[src/rtl/vol_i2c_pkg.sv]
package vol_i2c_pkg;
  localparam int BYTE_W = 8;
  localparam int VOL_W  = 6;
  localparam int PFX_W  = BYTE_W - VOL_W;
  localparam logic [4:0]       DEV_PREFIX = 5'b10010;
  localparam logic [PFX_W-1:0] CMD_VOLUME = 2'b00;
  localparam logic [PFX_W-1:0] CMD_MODSEL = 2'b01;
  localparam logic [VOL_W-1:0] VOL_RESET  = 6'd40;

  typedef enum logic [2:0] {
    ST_IDLE,
    ST_ADDR,
    ST_ADDR_ACK,
    ST_DATA,
    ST_DATA_ACK,
    ST_SKIP
  } bus_state_t;
endpackage

[src/rtl/vol_i2c_deglitch.sv]
module vol_i2c_deglitch #(
  parameter int SYNC_STAGES = 2,
  parameter int FILT_CYCLES = 7
) (
  input  logic clk,
  input  logic rst,
  input  logic line_in,
  output logic line_out
);
  localparam int CNT_W = $clog2(FILT_CYCLES + 1);
  localparam logic [CNT_W-1:0] CNT_LAST = CNT_W'(FILT_CYCLES - 1);

  logic [SYNC_STAGES-1:0] sync_q;
  logic [CNT_W-1:0]       run_cnt;
  logic                   raw;

  always_ff @(posedge clk) begin
    if (rst) sync_q <= '1;
    else     sync_q <= {sync_q[SYNC_STAGES-2:0], line_in};
  end

  assign raw = sync_q[SYNC_STAGES-1];

  // The filtered level follows only after the new level has persisted.
  always_ff @(posedge clk) begin
    if (rst) begin
      run_cnt  <= '0;
      line_out <= 1'b1;
    end else if (raw == line_out) begin
      run_cnt <= '0;
    end else if (run_cnt == CNT_LAST) begin
      line_out <= raw;
      run_cnt  <= '0;
    end else begin
      run_cnt <= run_cnt + 1'b1;
    end
  end
endmodule

[src/rtl/vol_i2c_cond.sv]
module vol_i2c_cond (
  input  logic clk,
  input  logic rst,
  input  logic scl_f,
  input  logic sda_f,
  output logic scl_rise,
  output logic scl_fall,
  output logic start_det,
  output logic stop_det
);
  logic scl_q, sda_q;

  always_ff @(posedge clk) begin
    if (rst) begin
      scl_q <= 1'b1;
      sda_q <= 1'b1;
    end else begin
      scl_q <= scl_f;
      sda_q <= sda_f;
    end
  end

  always_comb begin
    scl_rise  = scl_f & ~scl_q;
    scl_fall  = ~scl_f & scl_q;
    start_det = scl_f & scl_q & sda_q & ~sda_f;
    stop_det  = scl_f & scl_q & ~sda_q & sda_f;
  end
endmodule

[src/rtl/vol_i2c_fsm.sv]
module vol_i2c_fsm
  import vol_i2c_pkg::*;
(
  input  logic              clk,
  input  logic              rst,
  input  logic              enable,
  input  logic [1:0]        strap,
  input  logic              scl_rise,
  input  logic              scl_fall,
  input  logic              start_det,
  input  logic              stop_det,
  input  logic              sda_f,
  output logic              sda_pull,
  output logic              wr_en,
  output logic [BYTE_W-1:0] wr_data
);
  localparam logic [3:0] BITS_FULL = 4'(BYTE_W);

  bus_state_t        state;
  logic [3:0]        bit_cnt;
  logic [BYTE_W-1:0] shreg;
  logic              start_hi;  // START seen in the current SCL high pulse
  logic [BYTE_W-1:0] own_addr;

  assign own_addr = {DEV_PREFIX, strap, 1'b0};

  always_ff @(posedge clk) begin
    if (rst || !enable) begin
      state    <= ST_IDLE;
      bit_cnt  <= '0;
      shreg    <= '0;
      sda_pull <= 1'b0;
      wr_en    <= 1'b0;
      wr_data  <= '0;
      start_hi <= 1'b0;
    end else begin
      wr_en <= 1'b0;
      if (start_det) begin
        state    <= ST_ADDR;
        bit_cnt  <= '0;
        sda_pull <= 1'b0;
        start_hi <= 1'b1;
      end else if (stop_det && !start_hi) begin
        state    <= ST_IDLE;
        sda_pull <= 1'b0;
      end else begin
        if (scl_fall) start_hi <= 1'b0;
        case (state)
          ST_ADDR, ST_DATA: begin
            if (scl_rise && bit_cnt < BITS_FULL) begin
              shreg   <= {shreg[BYTE_W-2:0], sda_f};
              bit_cnt <= bit_cnt + 1'b1;
            end else if (scl_fall && bit_cnt == BITS_FULL) begin
              if (state == ST_DATA) begin
                sda_pull <= 1'b1;
                state    <= ST_DATA_ACK;
              end else if (shreg == own_addr) begin
                sda_pull <= 1'b1;
                state    <= ST_ADDR_ACK;
              end else begin
                state <= ST_SKIP;
              end
            end
          end
          ST_ADDR_ACK: begin
            if (scl_fall) begin
              sda_pull <= 1'b0;
              bit_cnt  <= '0;
              state    <= ST_DATA;
            end
          end
          ST_DATA_ACK: begin
            if (scl_fall) begin
              sda_pull <= 1'b0;
              wr_en    <= 1'b1;
              wr_data  <= shreg;
              state    <= ST_SKIP;
            end
          end
          default: ;
        endcase
      end
    end
  end
endmodule

[src/rtl/vol_i2c_cmdreg.sv]
module vol_i2c_cmdreg
  import vol_i2c_pkg::*;
(
  input  logic              clk,
  input  logic              rst,
  input  logic              clear,
  input  logic              wr_en,
  input  logic [BYTE_W-1:0] wr_data,
  output logic [VOL_W-1:0]  volume,
  output logic              pwm_classic,
  output logic              update_pulse
);
  logic [PFX_W-1:0] prefix;
  assign prefix = wr_data[BYTE_W-1 -: PFX_W];

  always_ff @(posedge clk) begin
    if (rst || clear) begin
      volume       <= VOL_RESET;
      pwm_classic  <= 1'b0;
      update_pulse <= 1'b0;
    end else begin
      update_pulse <= wr_en;
      if (wr_en) begin
        if (prefix == CMD_VOLUME)      volume      <= wr_data[VOL_W-1:0];
        else if (prefix == CMD_MODSEL) pwm_classic <= wr_data[0];
      end
    end
  end
endmodule

[src/rtl/vol_i2c_slave.sv]
module vol_i2c_slave
  import vol_i2c_pkg::*;
#(
  parameter int SYNC_STAGES = 2,
  parameter int FILT_CYCLES = 7
) (
  input  logic             clk,
  input  logic             rst,
  input  logic             shdn_n,
  input  logic             strap_hi,
  input  logic             strap_lo,
  input  logic             scl_in,
  input  logic             sda_in,
  output logic             sda_pull,
  output logic             analog_mode,
  output logic [VOL_W-1:0] volume,
  output logic             pwm_classic,
  output logic             update_pulse
);
  localparam int NLINES = 2;

  logic [NLINES-1:0] line_raw, line_flt;
  logic [1:0]        strap_q;
  logic              scl_rise, scl_fall, start_det, stop_det;
  logic              wr_en;
  logic [BYTE_W-1:0] wr_data;

  assign line_raw = {sda_in, scl_in};

  for (genvar i = 0; i < NLINES; i++) begin : g_line
    vol_i2c_deglitch #(
      .SYNC_STAGES(SYNC_STAGES),
      .FILT_CYCLES(FILT_CYCLES)
    ) u_flt (
      .clk     (clk),
      .rst     (rst),
      .line_in (line_raw[i]),
      .line_out(line_flt[i])
    );
  end

  always_ff @(posedge clk) begin
    if (rst) begin
      strap_q     <= 2'b00;
      analog_mode <= 1'b0;
    end else begin
      strap_q     <= {strap_hi, strap_lo};
      analog_mode <= ~(strap_hi | strap_lo);
    end
  end

  vol_i2c_cond u_cond (
    .clk      (clk),
    .rst      (rst),
    .scl_f    (line_flt[0]),
    .sda_f    (line_flt[1]),
    .scl_rise (scl_rise),
    .scl_fall (scl_fall),
    .start_det(start_det),
    .stop_det (stop_det)
  );

  vol_i2c_fsm u_fsm (
    .clk      (clk),
    .rst      (rst),
    .enable   (shdn_n & ~analog_mode),
    .strap    (strap_q),
    .scl_rise (scl_rise),
    .scl_fall (scl_fall),
    .start_det(start_det),
    .stop_det (stop_det),
    .sda_f    (line_flt[1]),
    .sda_pull (sda_pull),
    .wr_en    (wr_en),
    .wr_data  (wr_data)
  );

  vol_i2c_cmdreg u_reg (
    .clk         (clk),
    .rst         (rst),
    .clear       (~shdn_n),
    .wr_en       (wr_en),
    .wr_data     (wr_data),
    .volume      (volume),
    .pwm_classic (pwm_classic),
    .update_pulse(update_pulse)
  );
endmodule

[config.mk]
export PLATFORM = sky130hd
export DESIGN_NAME = vol_i2c_slave
export DESIGN_NICKNAME = d
export VERILOG_FILES = /design/src/rtl/vol_i2c_pkg.sv /design/src/rtl/vol_i2c_deglitch.sv /design/src/rtl/vol_i2c_cond.sv /design/src/rtl/vol_i2c_fsm.sv /design/src/rtl/vol_i2c_cmdreg.sv /design/src/rtl/vol_i2c_slave.sv
export SDC_FILE = /design/constraint.sdc
export NUM_CORES = 1
export LEC_CHECK = 0
export ABC_CLOCK_PERIOD_IN_PS = 1600
export CAP_MARGIN = 40
export CORE_ASPECT_RATIO = 0.75
export CORE_MARGIN = 2
export CORE_UTILIZATION = 48
export CTS_BUF_LIST = sky130_fd_sc_hd__clkbuf_8
export CTS_CLUSTER_SIZE = 8
export DETAILED_ROUTE_END_ITERATION = 8
export PLACE_DENSITY = 0.68
export SLEW_MARGIN = 20
export SYNTH_ARGS = -nofsm -noshare
export SYNTH_HDL_FRONTEND = slang
export SYNTH_SLANG_ARGS = --single-unit
[constraint.sdc]
create_clock -name clk -period 1.6 [get_ports clk]
set_input_delay 0.32 -clock clk [delete_from_list [all_inputs] [get_ports clk]]
set_output_delay 0.32 -clock clk [all_outputs]
set_load 0.005 [all_outputs]
* After elaboration in Yosys (flattened, before gate mapping) *
Index checks and enable logic that the tools add are counted.

storage, ports and cells
  bits in registers = 51
  input port bits = 7
  output and inout port bits = 10
  word-level logic and storage cells = 122

operators by class
  add/sub/neg operators = 3
  $lt $le $gt $ge = 1
  equality and inequality tests = 23
  multiplexer cells = 21
  bitwise logic cells = 22
  reductions and logical operators = 31

operators by type and width
  kind                                                  count
  2-to-1 mux 3 bit                                      6
  AND reduction 5 bit                                   3
  NOT 1 bit                                             13
  != test 4 x 2 -> 1 bit (second input constant)        3
  AND reduction 4 bit                                   3
  2-to-1 mux 1 bit                                      10
  != test 2 x 1 -> 1 bit (second input constant)        5
  equality test 3 bit (second input constant)           3
  one-hot mux 3 bit (3 select lines)                    1
  OR reduction 3 bit                                    3
  bitwise AND 1 bit                                     8
  equality test 8 bit                                   1
  2-to-1 mux 4 bit                                      2
  one-hot mux 4 bit (2 select lines)                    1
  AND reduction 2 bit                                   4
  adder 3 x 1 -> 3 bit (second input constant)          2
  equality test 3 x 2 -> 1 bit (second input constant)  2
  nonzero test 2 bit                                    3
  OR reduction 2 bit                                    3
  nonzero test 5 bit                                    1
  adder 4 x 1 -> 4 bit (second input constant)          1
  equality test 4 bit (second input constant)           1
  < comparator 4 bit (second input constant)            1
  != test 2 bit (second input constant)                 2
  14 further kinds                                      19

* Depth between registers and ports, before layout *
  depth after elaboration = 8
  gate-level depth with buffers = 6
  depth with buffers taken out = 6

* Cells and area by module *
From an unflattened synthesis, not the netlist that was laid out.

unflattened totals
  cell total of the unflattened synthesis = 210
  area total of the unflattened synthesis = 2210.9 um^2

by module, submodules not included
  module            times used  cells an instance  area each (um^2)  sequential area each (um^2)
  vol_i2c_fsm       1           123                1193.6            520.5
  vol_i2c_deglitch  2           19                 235.2             120.1
  vol_i2c_cmdreg    1           33                 369.1             160.2
  vol_i2c_slave     1           8                  92.6              60.1
  vol_i2c_cond      1           8                  85.1              40.0

* Worst setup path before layout *
OpenSTA, ideal clock, no wires.

  path type = reg2reg
  from = reg u_fsm.bit_cnt[0]
  to = reg u_fsm.state[0]
  setup time = 130 ps
  data arrival time = 1220 ps
  path slack = 250 ps
  stages on the path, launching flop included = 7
  buffers on the path = 0
  cells stage by stage = dfxtp_1 inv_1 ha_1 and3b_1 a211oi_1 nand2b_1 a221oi_1

between the ends
  word-level cells in the longest chain between the ends = 4
  elaborated cells between the ends (all ways) = 7
  classes of those cells = 1 x order compare; 3 x eq/ne; 3 x reduce/logical

ends and longest elaborated chain
  item                                                                        RTL line                              text
  start: declaration                                                          vol_i2c_fsm.sv:20                     logic [3:0] bit_cnt;
  start signal: assignment                                                    vol_i2c_fsm.sv:52                     bit_cnt <= bit_cnt + 1'b1;
  < comparator 4 bit or equality test 4 bit (tied branches)                   vol_i2c_fsm.sv:50, vol_i2c_fsm.sv:53
  logical AND 1 bit (on tied branches)                                        vol_i2c_fsm.sv:50, vol_i2c_fsm.sv:53
  != test 4 x 3 -> 1 bit (no line) or != test 4 x 2 -> 1 bit (tied branches)  n/a
  AND reduction 5 bit (no line) *                                             n/a
  end signal: assignment                                                      vol_i2c_fsm.sv:56                     state <= ST_DATA_ACK;
  end signal: assignment                                                      vol_i2c_fsm.sv:59                     state <= ST_ADDR_ACK;
  end signal: assignment                                                      vol_i2c_fsm.sv:61                     state <= ST_SKIP;
  end: declaration                                                            vol_i2c_fsm.sv:19                     bus_state_t state;

Every way passes the cells marked *; elsewhere a longest branch is shown, timed or not.
A chain may end at the register's enable or synchronous reset.

* Final worst setup path *
  from = reg analog_mode
  to = out analog_mode

RTL lines
  item                      RTL line             text
  start: declaration        vol_i2c_slave.sv:15  output logic analog_mode,
  start signal: assignment  vol_i2c_slave.sv:48  analog_mode <= ~(strap_hi | strap_lo);

No word-level cell between the ends.

==> flow_summary.toml <==
[logic_synthesis]
synth_area_per_cell_um2 = 9.64
async_flop_share_pct = 0
ys_seq_area_share_pct = 49.0
synth_seq_cells = 51
synth_area_leaders = "dfxtp_1, mux2i_1, nor2_1"
netlist_area_um2 = 2080
synth_top_area_share_pct = 49.0
synth_ff_type = "dfxtp_1"
synth-edff-count = 0
synthCells = 216
synthesis.nets = 229
synth_cell_type_count = 45
yosysTopAreaCell = "dfxtp_1"
ys.warnings.count = 0

[setup_path]
cpLargestDelayFamily = "buffers and inverters"
crit_type = "reg -> out"
path_cells = "clkdlybuf4s50_1"
crit_buf_inv = 1
max_stage_delay_ps = 530
crit_slowest_cell = "clkdlybuf4s50_1"
r2r-start = "u_fsm.bit_cnt[0]$_SDFFE_PP0P_"
critPathCaptureType = "primary output"
critical_path_required_ps = 1280
crit_arrival_ps = 1230
reg2reg_depth = 6
crit_path_start_kind = "register"
worst_r2r_endpoint = "u_fsm.state[0]$_SDFFE_PP0P_"
reg2reg_slack_ps = 150
worstPathMaxFanout = 3

[clock_network]
clock_latency_ps = 290
hold_buffers = 0
path_clk_slew_ps = 80
clock_path_buffers = 2
cts-buffers-inserted = 5
numClockSinks = 51
cts_tree = "done"
cts-root-buf = "clkbuf_8"
htree_levels = 2

[route]
routed_wl_mm = 3.70
drc_errors = 0
num_vias = 1524
drt_first_iter_violations = 65
first_pass_iters = 4
avgRoutedWirePerCell_um = 12.3
viasPerCell = 5.06
postRouteAntennaNets = 0

[outcome]
run_status = "finished, final reports clean"

[floorplan]
core-area_um2 = 4100
initial_core_util_pct = 50.8
ioPinCount = 17
die_h_um = 61.1
die_x_um = 80.1
fp-row-count = 20
die-area_um2 = 4890

[sta]
tns_ps = 0
fin_hold_ws_ps = 412
rsz0062_at_grt = "false"
finalMaxSlewViolations = 0
hold_violations = 0
fin_ws_ps = 46.9
relSlewSlack_pct = 74.8
tightestPinTransition_ps = 373
fin_crit_sh_pct = 97.1
clock_skew_ps = 7.72
setup_viol = 0
max_freq_ghz = 0.644
period_minus_slack_ps = 1550

[placement]
post-place-ws_ps = -161
finalWeightedCongestion = 0.807
post_dp_cell_area_um2 = 2390
dp.cells = 294
hpwl_mm = 2.82
portBuffers = 16

[cells_and_area]
antenna_cells = 0
synthToLayoutAreaGrowth_pct = 19.9
layout.cells.non_filler = 301
nets = 259
drive_above_1_share_pct = 13.8
finalInstanceArea_um2 = 2500

[min_path]
hold_path_end = "g_line[1].u_flt.sync_q[1]$_SDFF_PP1_"
hold_path_depth = 1
hold_path_class = "reg -> reg"
min-delay-start = "g_line[1].u_flt.sync_q[0]$_SDFF_PP1_"

[global_routing]
antenna_found_initial = 0
grt_pass1_vias = 1295
grt_max_degree = 19
grt_usage_pct = 16.9
grt_overflow = 0
grt_pass1_wl_mm = 6.21

[pwr]
vdd_drop_max_uv = 502
power_per_cell_area_nw_per_um2 = 874
power.leakage_uw = 0.000898

[run]
drv_cap = 0
## flip-flops by register name, summed over array words and instances (netlist names), 2 cells and up
name,flops
u_fsm.shreg,8
g_line.u_flt.sync_q,4
g_line.u_flt.run_cnt,6
g_line.u_flt.line_out,2
u_fsm.state,3
u_fsm.bit_cnt,4
u_fsm.wr_data,8
strap_q,2
u_reg.volume,6
## metrics by stage
| stage | util [%] | total power (uW) |
|---|---|---|
| 2_1_floorplan | - | 1350 |
| 3_3_place_gp | 58.2 | 1390 |
| 3_5_place_dp | 58.2 | 1390 |
| 4_1_cts | 60.7 | 2220 |
| 5_1_grt | 60.9 | 2280 |
| 6_report | 60.9 | 2180 |
## cells by family (layout without fill, tap and decap cells)
family | after synthesis | after routing | synth area share (%)
and+or+nand+nor | 95 | 95 | 24.1
DFF | 51 | 51 | 49.0
AOI/OAI and AO/OA | 31 | 31 | 10.3
muxes | 17 | 17 | 8.17
buffers and inverters | 11 | 41 | 2.70
adders and majority gates | 6 | 6 | 3.60
xor gates and xnor gates | 5 | 5 | 2.10
## routing by layer
layer,track usage (%),vias to the layer above,wire [um]
li1,-,811,-
met1,27.5,681,2120
met2,20.8,28,1400
met3,4.40,4,155
met4,5.81,0,23
met5,0,-,0
## placed cells by master (no fill, tap or decap), types with 2 or more instances in the layout
cell / count
inv_1: 5
or2_2: 6
mux2i_1: 17
clkbuf_8: 5
a211oi_1: 2
a21oi_1: 14
nand3b_1: 3
xnor2_1: 5
ha_1: 6
a211o_1: 2
nand2_1: 19
o31ai_1: 2
nor3b_2: 2
and2b_1: 3
a41oi_1: 2
nor3b_1: 2
nand2b_1: 3
and2_1: 2
nor3_1: 5
buf_4: 13
nand3_1: 11
clkdlybuf4s50_1: 16
nor2_1: 27
dfxtp_1: 50
## worst max path at each step
stage / start / end / cells past startpoint
after floorplan: u_fsm.bit_cnt[0]$_SDFFE_PP0P_ / u_fsm.state[0]$_SDFFE_PP0P_ / 6
after global placement: shdn_n / u_fsm.bit_cnt[3]$_SDFFE_PP0P_ / 5
after detailed placement: shdn_n / u_fsm.bit_cnt[3]$_SDFFE_PP0P_ / 5
after CTS: u_fsm.state[0]$_SDFFE_PP0P_ / u_fsm.shreg[3]$_SDFFE_PP0P_ / 5
after global routing: analog_mode$_SDFF_PP0_ / analog_mode / 1
final: analog_mode$_SDFF_PP0_ / analog_mode / 1
## layout make-up
cell class	instances	area [um^2]
flip-flops and latches	51	1020
inverters	4	15.0
well taps	55	68.8
clock inverters	2	33.8
clock buffers	5	68.8
fillers	377	1610
multi-input cells	154	1010
repair buffers	30	278
## where the power goes
part	leakage, uW	total [uW]	switching, uW	internal, uW
combinational	0.000429	74.5	32.4	42.2
sequential	0.000413	1280	5.17	1280
clock	0.0000554	827	375	452
## synthesized netlist by cell type (4+ instances only)
| cell type | n |
|---|---|
| a21oi_1 | 14 |
| dfxtp_1 | 51 |
| mux2i_1 | 17 |
| nand3_1 | 11 |
| xnor2_1 | 5 |
| nand2_1 | 19 |
| ha_1 | 6 |
| inv_1 | 4 |
| nor2_1 | 27 |
| or2_2 | 6 |
| nor3_1 | 5 |
## what timing repair did
action / in CTS / in global routing
gates resized for setup: 0 / 3
setup endpoints to repair: 0 / 9
buffers inserted: 0 / 0
(Power assumes the default switching activity.)
